--- src/rtl/gpev_pkg.sv ---
package gpev_pkg;

   localparam int ADDR_W = 3;

   typedef enum logic [1:0] {
      RT_NONE = 2'b00,
      RT_SMI  = 2'b01,
      RT_SCI  = 2'b10,
      RT_OFF  = 2'b11
   } route_e;

   localparam logic [ADDR_W-1:0] A_POL    = 3'd0;
   localparam logic [ADDR_W-1:0] A_ROUTE  = 3'd1;
   localparam logic [ADDR_W-1:0] A_INTEN  = 3'd2;
   localparam logic [ADDR_W-1:0] A_WAKEEN = 3'd3;
   localparam logic [ADDR_W-1:0] A_CORE   = 3'd4;
   localparam logic [ADDR_W-1:0] A_FLAGS  = 3'd5;

endpackage

--- src/rtl/gpev_sync.sv ---
module gpev_sync #(
   parameter int W      = 16,
   parameter int STAGES = 2
) (
   input  logic         clk,
   input  logic         rst_n,
   input  logic [W-1:0] d,
   output logic [W-1:0] q
);

   if (STAGES < 2) begin : g_bad_stages
      $error("gpev_sync needs at least two stages");
   end

   logic [W-1:0] stg [STAGES];

   always_ff @(posedge clk or negedge rst_n) begin
      if (!rst_n) stg[0] <= '0;
      else        stg[0] <= d;
   end

   for (genvar k = 1; k < STAGES; k++) begin : g_stage
      always_ff @(posedge clk or negedge rst_n) begin
         if (!rst_n) stg[k] <= '0;
         else        stg[k] <= stg[k-1];
      end
   end

   assign q = stg[STAGES-1];

endmodule

--- src/rtl/gpev_qual.sv ---
module gpev_qual #(
   parameter int NUM_IN      = 16,
   parameter int MIN_SAMPLES = 2
) (
   input  logic              clk,
   input  logic              rst_n,
   input  logic              stb,
   input  logic [NUM_IN-1:0] lvl,
   output logic [NUM_IN-1:0] hit
);

   localparam int CW = (MIN_SAMPLES > 1) ? $clog2(MIN_SAMPLES) : 1;
   localparam logic [CW-1:0] TOP = CW'(MIN_SAMPLES - 1);

   if (MIN_SAMPLES < 1) begin : g_bad_min
      $error("gpev_qual needs MIN_SAMPLES of at least one");
   end

   for (genvar i = 0; i < NUM_IN; i++) begin : g_bit
      logic [CW-1:0] run_q;
      logic          full;

      assign full   = (run_q == TOP);
      assign hit[i] = stb & lvl[i] & full;

      always_ff @(posedge clk or negedge rst_n) begin
         if (!rst_n)          run_q <= '0;
         else if (stb) begin
            if (!lvl[i])      run_q <= '0;
            else if (!full)   run_q <= run_q + CW'(1);
         end
      end
   end

endmodule

--- src/rtl/gpev_regs.sv ---
module gpev_regs
   import gpev_pkg::*;
#(
   parameter int NUM_IN = 16,
   parameter int DW     = 32
) (
   input  logic                clk,
   input  logic                rst_n,
   input  logic                we,
   input  logic [ADDR_W-1:0]   addr,
   input  logic [DW-1:0]       wdata,
   input  logic [NUM_IN-1:0]   set_mask,
   output logic [DW-1:0]       rdata,
   output logic [NUM_IN-1:0]   pol_q,
   output logic [2*NUM_IN-1:0] route_q,
   output logic [NUM_IN-1:0]   int_en_q,
   output logic [NUM_IN-1:0]   wake_en_q,
   output logic [NUM_IN-1:0]   core_q,
   output logic [NUM_IN-1:0]   status_q,
   output logic [NUM_IN-1:0]   clr_mask
);

   localparam int RW = 2 * NUM_IN;

   if (RW > DW) begin : g_bad_width
      $error("gpev_regs data width too narrow for steering word");
   end

   assign clr_mask = (we && addr == A_FLAGS) ? wdata[NUM_IN-1:0] : '0;

   always_ff @(posedge clk or negedge rst_n) begin
      if (!rst_n) begin
         pol_q     <= '0;
         route_q   <= '0;
         int_en_q  <= '0;
         wake_en_q <= '0;
         core_q    <= '0;
      end else if (we) begin
         case (addr)
            A_POL:    pol_q     <= wdata[NUM_IN-1:0];
            A_ROUTE:  route_q   <= wdata[RW-1:0];
            A_INTEN:  int_en_q  <= wdata[NUM_IN-1:0];
            A_WAKEEN: wake_en_q <= wdata[NUM_IN-1:0];
            A_CORE:   core_q    <= wdata[NUM_IN-1:0];
            default:  ;
         endcase
      end
   end

   always_ff @(posedge clk or negedge rst_n) begin
      if (!rst_n) status_q <= '0;
      else        status_q <= (status_q & ~clr_mask) | set_mask;
   end

   always_comb begin
      rdata = '0;
      case (addr)
         A_POL:    rdata[NUM_IN-1:0] = pol_q;
         A_ROUTE:  rdata[RW-1:0]     = route_q;
         A_INTEN:  rdata[NUM_IN-1:0] = int_en_q;
         A_WAKEEN: rdata[NUM_IN-1:0] = wake_en_q;
         A_CORE:   rdata[NUM_IN-1:0] = core_q;
         A_FLAGS:  rdata[NUM_IN-1:0] = status_q;
         default:  rdata = '0;
      endcase
   end

endmodule

--- src/rtl/gpev_router.sv ---
module gpev_router
   import gpev_pkg::*;
#(
   parameter int NUM_IN      = 16,
   parameter int DW          = 32,
   parameter int MIN_SAMPLES = 2,
   parameter int SYNC_STAGES = 2
) (
   input  logic              clk,
   input  logic              rst_n,
   input  logic [NUM_IN-1:0] gpi,
   input  logic              sleep_sel,
   input  logic              fast_stb,
   input  logic              slow_stb,
   input  logic              reg_we,
   input  logic [ADDR_W-1:0] reg_addr,
   input  logic [DW-1:0]     reg_wdata,
   output logic [DW-1:0]     reg_rdata,
   output logic              smi_o,
   output logic              sci_o,
   output logic              wake_o
);

   if (NUM_IN < 1) begin : g_bad_num
      $error("gpev_router needs at least one input");
   end

   logic [NUM_IN-1:0]   pol_q, int_en_q, wake_en_q, core_q, status_q;
   logic [NUM_IN-1:0]   set_mask, clr_mask;
   logic [2*NUM_IN-1:0] route_q;
   logic [NUM_IN-1:0]   raw_lvl, sync_lvl;
   logic [NUM_IN-1:0]   smi_vec, sci_vec, wake_vec;
   logic                smp_stb;

   assign raw_lvl = gpi ^ pol_q;
   assign smp_stb = sleep_sel ? slow_stb : fast_stb;

   gpev_sync #(.W(NUM_IN), .STAGES(SYNC_STAGES)) i_sync (
      .clk   (clk),
      .rst_n (rst_n),
      .d     (raw_lvl),
      .q     (sync_lvl)
   );

   gpev_qual #(.NUM_IN(NUM_IN), .MIN_SAMPLES(MIN_SAMPLES)) i_qual (
      .clk   (clk),
      .rst_n (rst_n),
      .stb   (smp_stb),
      .lvl   (sync_lvl),
      .hit   (set_mask)
   );

   gpev_regs #(.NUM_IN(NUM_IN), .DW(DW)) i_regs (
      .clk       (clk),
      .rst_n     (rst_n),
      .we        (reg_we),
      .addr      (reg_addr),
      .wdata     (reg_wdata),
      .set_mask  (set_mask),
      .rdata     (reg_rdata),
      .pol_q     (pol_q),
      .route_q   (route_q),
      .int_en_q  (int_en_q),
      .wake_en_q (wake_en_q),
      .core_q    (core_q),
      .status_q  (status_q),
      .clr_mask  (clr_mask)
   );

   for (genvar i = 0; i < NUM_IN; i++) begin : g_route
      route_e sel;
      logic   live;
      assign sel        = route_e'(route_q[2*i +: 2]);
      assign live       = status_q[i] & int_en_q[i];
      assign smi_vec[i] = live & (sel == RT_SMI);
      assign sci_vec[i] = live & (sel == RT_SCI);
   end

   assign wake_vec = status_q & wake_en_q & ~(core_q & {NUM_IN{sleep_sel}});

   assign smi_o  = |smi_vec;
   assign sci_o  = |sci_vec;
   assign wake_o = |wake_vec;

endmodule

--- config.mk ---
export PLATFORM = sky130hd
export DESIGN_NAME = gpev_router
export DESIGN_NICKNAME = d
export VERILOG_FILES = /design/src/rtl/gpev_pkg.sv /design/src/rtl/gpev_sync.sv /design/src/rtl/gpev_qual.sv /design/src/rtl/gpev_regs.sv /design/src/rtl/gpev_router.sv
export SDC_FILE = /design/constraint.sdc
export NUM_CORES = 1
export LEC_CHECK = 0
export BUFFER_PORTS_ARGS = -buffer_cell sky130_fd_sc_hd__buf_2
export CAP_MARGIN = 20
export CORE_ASPECT_RATIO = 0.9
export CORE_UTILIZATION = 58
export CTS_CLUSTER_DIAMETER = 60
export DETAILED_ROUTE_END_ITERATION = 8
export GPL_TIMING_DRIVEN = 1
export HOLD_SLACK_MARGIN = 0.1
export MAX_ROUTING_LAYER = met4
export PLACE_DENSITY = 0.86
export SYNTH_ARGS = -nofsm -noshare
export SYNTH_HDL_FRONTEND = slang
export SYNTH_HIERARCHICAL = 1
export SYNTH_SLANG_ARGS = --single-unit
--- constraint.sdc ---
create_clock -name clk -period 1.6 [get_ports clk]
set_clock_uncertainty 0.1 [all_clocks]
set_input_delay 0.16 -clock clk [delete_from_list [all_inputs] [get_ports clk]]
set_output_delay 0.16 -clock clk [all_outputs]
set_load 0.02 [all_outputs]
# Word level (Yosys, flattened, before mapping)

Cells that the tools add are included.

Register bits after elaboration: 160
Input bits: 57
Word-level logic and storage cells: 211

Add/subtract/negate cells: 16
Equality and inequality tests: 37
Mux-type cells: 36
Bitwise logic cells: 88
Reductions and logical operators: 10

Operators with widths:

| operator                                             | number |
|---|---|
| case mux 16 bit (6 select lines)                     | 1 |
| AND 1 bit                                            | 80 |
| AND 16 bit                                           | 4 |
| OR reduction 16 bit                                  | 3 |
| 2-to-1 mux 1 bit                                     | 33 |
| equality test 2 x 1 -> 1 bit (second input constant) | 16 |
| equality test 2 bit (second input constant)          | 16 |
| 2-to-1 mux 16 bit                                    | 2 |
| NOT 16 bit                                           | 2 |
| adder 1 bit (second input constant)                  | 16 |
| bitwise OR 16 bit                                    | 1 |
| bitwise XOR 16 bit                                   | 1 |
| AND reduction 2 bit                                  | 5 |
| equality test 3 x 2 -> 1 bit (second input constant) | 2 |
| equality test 3 bit (second input constant)          | 2 |
| equality test 3 x 1 -> 1 bit (second input constant) | 1 |
| logical NOT 3 bit                                    | 1 |
| logical AND 1 bit                                    | 1 |

# Longest topological paths before layout

Depth after elaboration: 6
Depth in mapped cells: 6
Depth with buffers taken out: 4

# Hierarchy

The synthesis kept the hierarchy.

By module, submodules not included:

| module      | times used | cells each | area each (µm²) | sequential area each (µm²) |
|---|---|---|---|---|
| gpev_regs   | 1          | 402        | 5257.5          | 2802.7 |
| gpev_sync   | 1          | 48         | 920.9           | 800.8 |
| gpev_qual   | 1          | 51         | 708.2           | 400.4 |
| gpev_router | 1          | 98         | 686.9           | 0.0 |

# Least setup slack after synthesis

Ideal clock, no wire load.

Path type: input to output
From: input reg_addr[0]
To: output reg_rdata[11]
Arrival: 1362 ps
Data required time: 1340 ps
Setup slack: -22 ps
Stages on the path: 6
Buffers on the path: 4
Path through: buf_2 -> buf_4 -> buf_2 -> buf_2 -> a221oi_1 -> a31oi_1

Cells in the longest elaborated chain, start to end: 2

RTL lines:

| what                                              | line              | text |
|---|---|---|
| from (decl)                                       | gpev_router.sv:16 | `input logic [ADDR_W-1:0] reg_addr,` |
| equality test 3 bit, or another cell as far along | gpev_regs.sv:57   | `case (addr)` |
| case mux 16 bit (6 select lines) *                | gpev_regs.sv:57   |  |
| to (decl)                                         | gpev_router.sv:18 | `output logic [DW-1:0] reg_rdata,` |

Mark *: on every way between the ends. The rest lies on a longest branch, timed or not.

# Worst setup path after layout

From: register i_regs.status_q[14]
To: output wake_o

Cells in the longest elaborated chain, start to end: 3

RTL lines:

| what                    | line              | text |
|---|---|---|
| from (decl)             | gpev_regs.sv:19   | `output logic [NUM_IN-1:0] status_q,` |
| from (signal assigned)  | gpev_regs.sv:52   | `else status_q <= (status_q & ~clr_mask) \| set_mask;` |
| AND 16 bit (2 in a row) | gpev_router.sv:79 | `assign wake_vec = status_q & wake_en_q & ~(core_q & {NUM_IN{sleep_sel}});` |
| OR reduction 16 bit     | gpev_router.sv:83 | `assign wake_o = \|wake_vec;` |
| to (decl)               | gpev_router.sv:21 | `output logic wake_o` |

Every way passes these cells.

==> impl_results.md <==
* Status: finished, violations left
* Failing checks: setup timing
* Crit end category: primary output
* Layout cells sized above 1 at 46.1%
* CTS HTree Levels at 4
* Initial DRC count at 521
* Die Y-Extent at 110 um
* Drt pass-1 iters at 7
* Die width at 122 um
* Power per cell area at 1360 mW/mm^2
* Initial antenna violation count at 0
* Post-DP HPWL at 14.1 mm
* Layout Nets at 843
* Fillers at 701
* Port Buf Inserts at 91
* Boundary Pins at 92
* Setup ws final at -618 ps
* Root Driver: clkbuf_16
* Total CTS buffers at 17
* Hold Crit Class: reg2reg
* Final instance area at 0.0100 sq mm
* Worst-skew pair later-pin latency at 430 ps
* Antenna Diode Count at 0
* CP Data Required Time at 1340 ps
* CTS clk-pin slew, worst paths at 60 ps
* Drt drc at 0
* CTS sink count at 160
* Synth Area per Inst at 12.9 sq um
* Crit Path Max Fanout at 5
* Final worst path period need at 2220 ps
* Global-route wire length before repair at 33.3 mm
* GRT overflow at 0
* Rows at 39
* TritonCTS clock tree: yes
* Area grow syn2layout at 33.6%
* Via/cell ratio at 6.23
* Routed WL at 22.1 mm
* Total power draw at 13.7 mW
* Syn_nets at 640
* DP Area at 0.00855 sq mm
* Die area at 0.0134 sq mm
* RSZ-0062 raised after global routing: yes
* Tot GR Track Use at 35.7%
* Post-Synthesis Cell Area at 0.00751 sq mm
* Slew Limit Fails at 0
* Worst slew pin tran at 769 ps
* Total negative setup slack at -6170 ps
* Worst Setup Start Kind: register
* Leakage at 4.60 nW
* VDD IR max at 1030 uV
* Vias at 5995
* CP arrival at 1960 ps
* Core ar. at 0.0126 sq mm
* Mapped Cells at 583
* Rel. slew slack at 48.7%
* Final Hold Viols at 0
* Vias in the first global route at 6090
* Gp weighted congestion at 0.945
* Max-Cap Viols at 0
* Final ANT Viol Nets at 0
* Routed length per instance at 23.0 um
* Setup violators final at 19
* Highest clock rate at 0.451 GHz
* Hold_ws at 248 ps
* Place WS at -188 ps
* Crit Path Category: reg2out
* Largest net degree at the start of global routing at 58
* Final period util at 139%
* Max Root-Sink Buffers at 2
* Synth warn at 6
* Initial Util at 59.4%
[area by class of cell]
class                   count  area [sq um]  area share [%]
well taps                 164           205            2.04
repair buffers            230          1820            18.1
inverters                   1          3.75          0.0374
clock buffers              21           470            4.69
clock inverters            11           113            1.12
multi-input cells         376          3420            34.0
flip-flops and latches    160          4010            39.9
[metrics by stage]
step / std cells / utilization, %
final: 963 / 79.4
after global routing: 963 / 79.4
after CTS: 959 / 78.2
after detailed placement: 869 / 67.6
after global placement: 869 / 67.6
after floorplan: 583 / -
[flip-flops by register name, indices dropped and copies added, names as in the netlist]
| name | flops |
|---|---|
| i_qual/g_bit.full | 16 |
| i_regs/wake_en_q | 16 |
| i_regs/int_en_q | 16 |
| i_sync/q | 16 |
| i_regs/status_q | 16 |
| i_sync/stg | 16 |
| i_regs/core_q | 16 |
| i_regs/route_q | 32 |
| i_regs/pol_q | 16 |
[path summary, 6_finish.rpt]
path	start	end	slack (ps)	depth (start not counted)
worst min register to register	i_sync/stg[17]$_DFF_PN0_	i_sync/q[1]$_DFF_PN0_	250	0
worst max register to register	i_regs/int_en_q[11]$_DFFE_PN0P_	i_regs/int_en_q[11]$_DFFE_PN0P_	460	3
max in group asynchronous	rst_n	i_regs/status_q[7]$_DFF_PN0_	210	4
worst max-delay path	i_regs/status_q[14]$_DFF_PN0_	wake_o	-620	6
worst min-delay path	i_sync/stg[17]$_DFF_PN0_	i_sync/q[1]$_DFF_PN0_	250	0
min in group asynchronous	rst_n	i_regs/int_en_q[11]$_DFFE_PN0P_	580	3
[report_power, final]
part	total [mW]	switching, mW	internal [mW]	leakage [nW]
clock	4.03	1.63	2.40	0.284
combinational	3.62	1.60	2.03	2.44
sequential	6.00	0.926	5.08	1.87
total	13.7	4.15	9.50	4.60
[critical path, cell delays in order (launching register included)]
cell	delay, ps
dfrtp_1	430
nand2_1	100
a21oi_2	50
nor4_2	430
buf_4	180
nand4_1	150
buf_6	190
[routing by layer]
metal | wire (um) | track usage, % | part of all wire (%)
met1 | 8580 | 44.7 | 39
met5 | 0 | - | 0
met2 | 10500 | 53.8 | 47
met3 | 2060 | 9.52 | 9.3
met4 | 984 | 18.0 | 4.4
[placed cells by master (no fill, tap or decap), drive strengths merged, types with 9 or more instances in the layout]
cell type	instances
a21oi	23
nand4	9
xor2	16
and3	16
mux2i	27
nand2	41
a21o	16
buf	180
dlygate4sd3	50
clkbuf	21
and2	16
dfrtp	160
mux2	123
nand4b	32
[repair_timing]
item | CTS | global route
pin swaps | 18 | 15
gates cloned | 0 | 0
setup endpoints to repair | 19 | 40
resized for setup | 49 | 27
setup buffers | 9 | 5
hold buffers | 50 | 1
endpoints found under the hold margin | 288 | 21
Power figures use the tool's default switching activity.
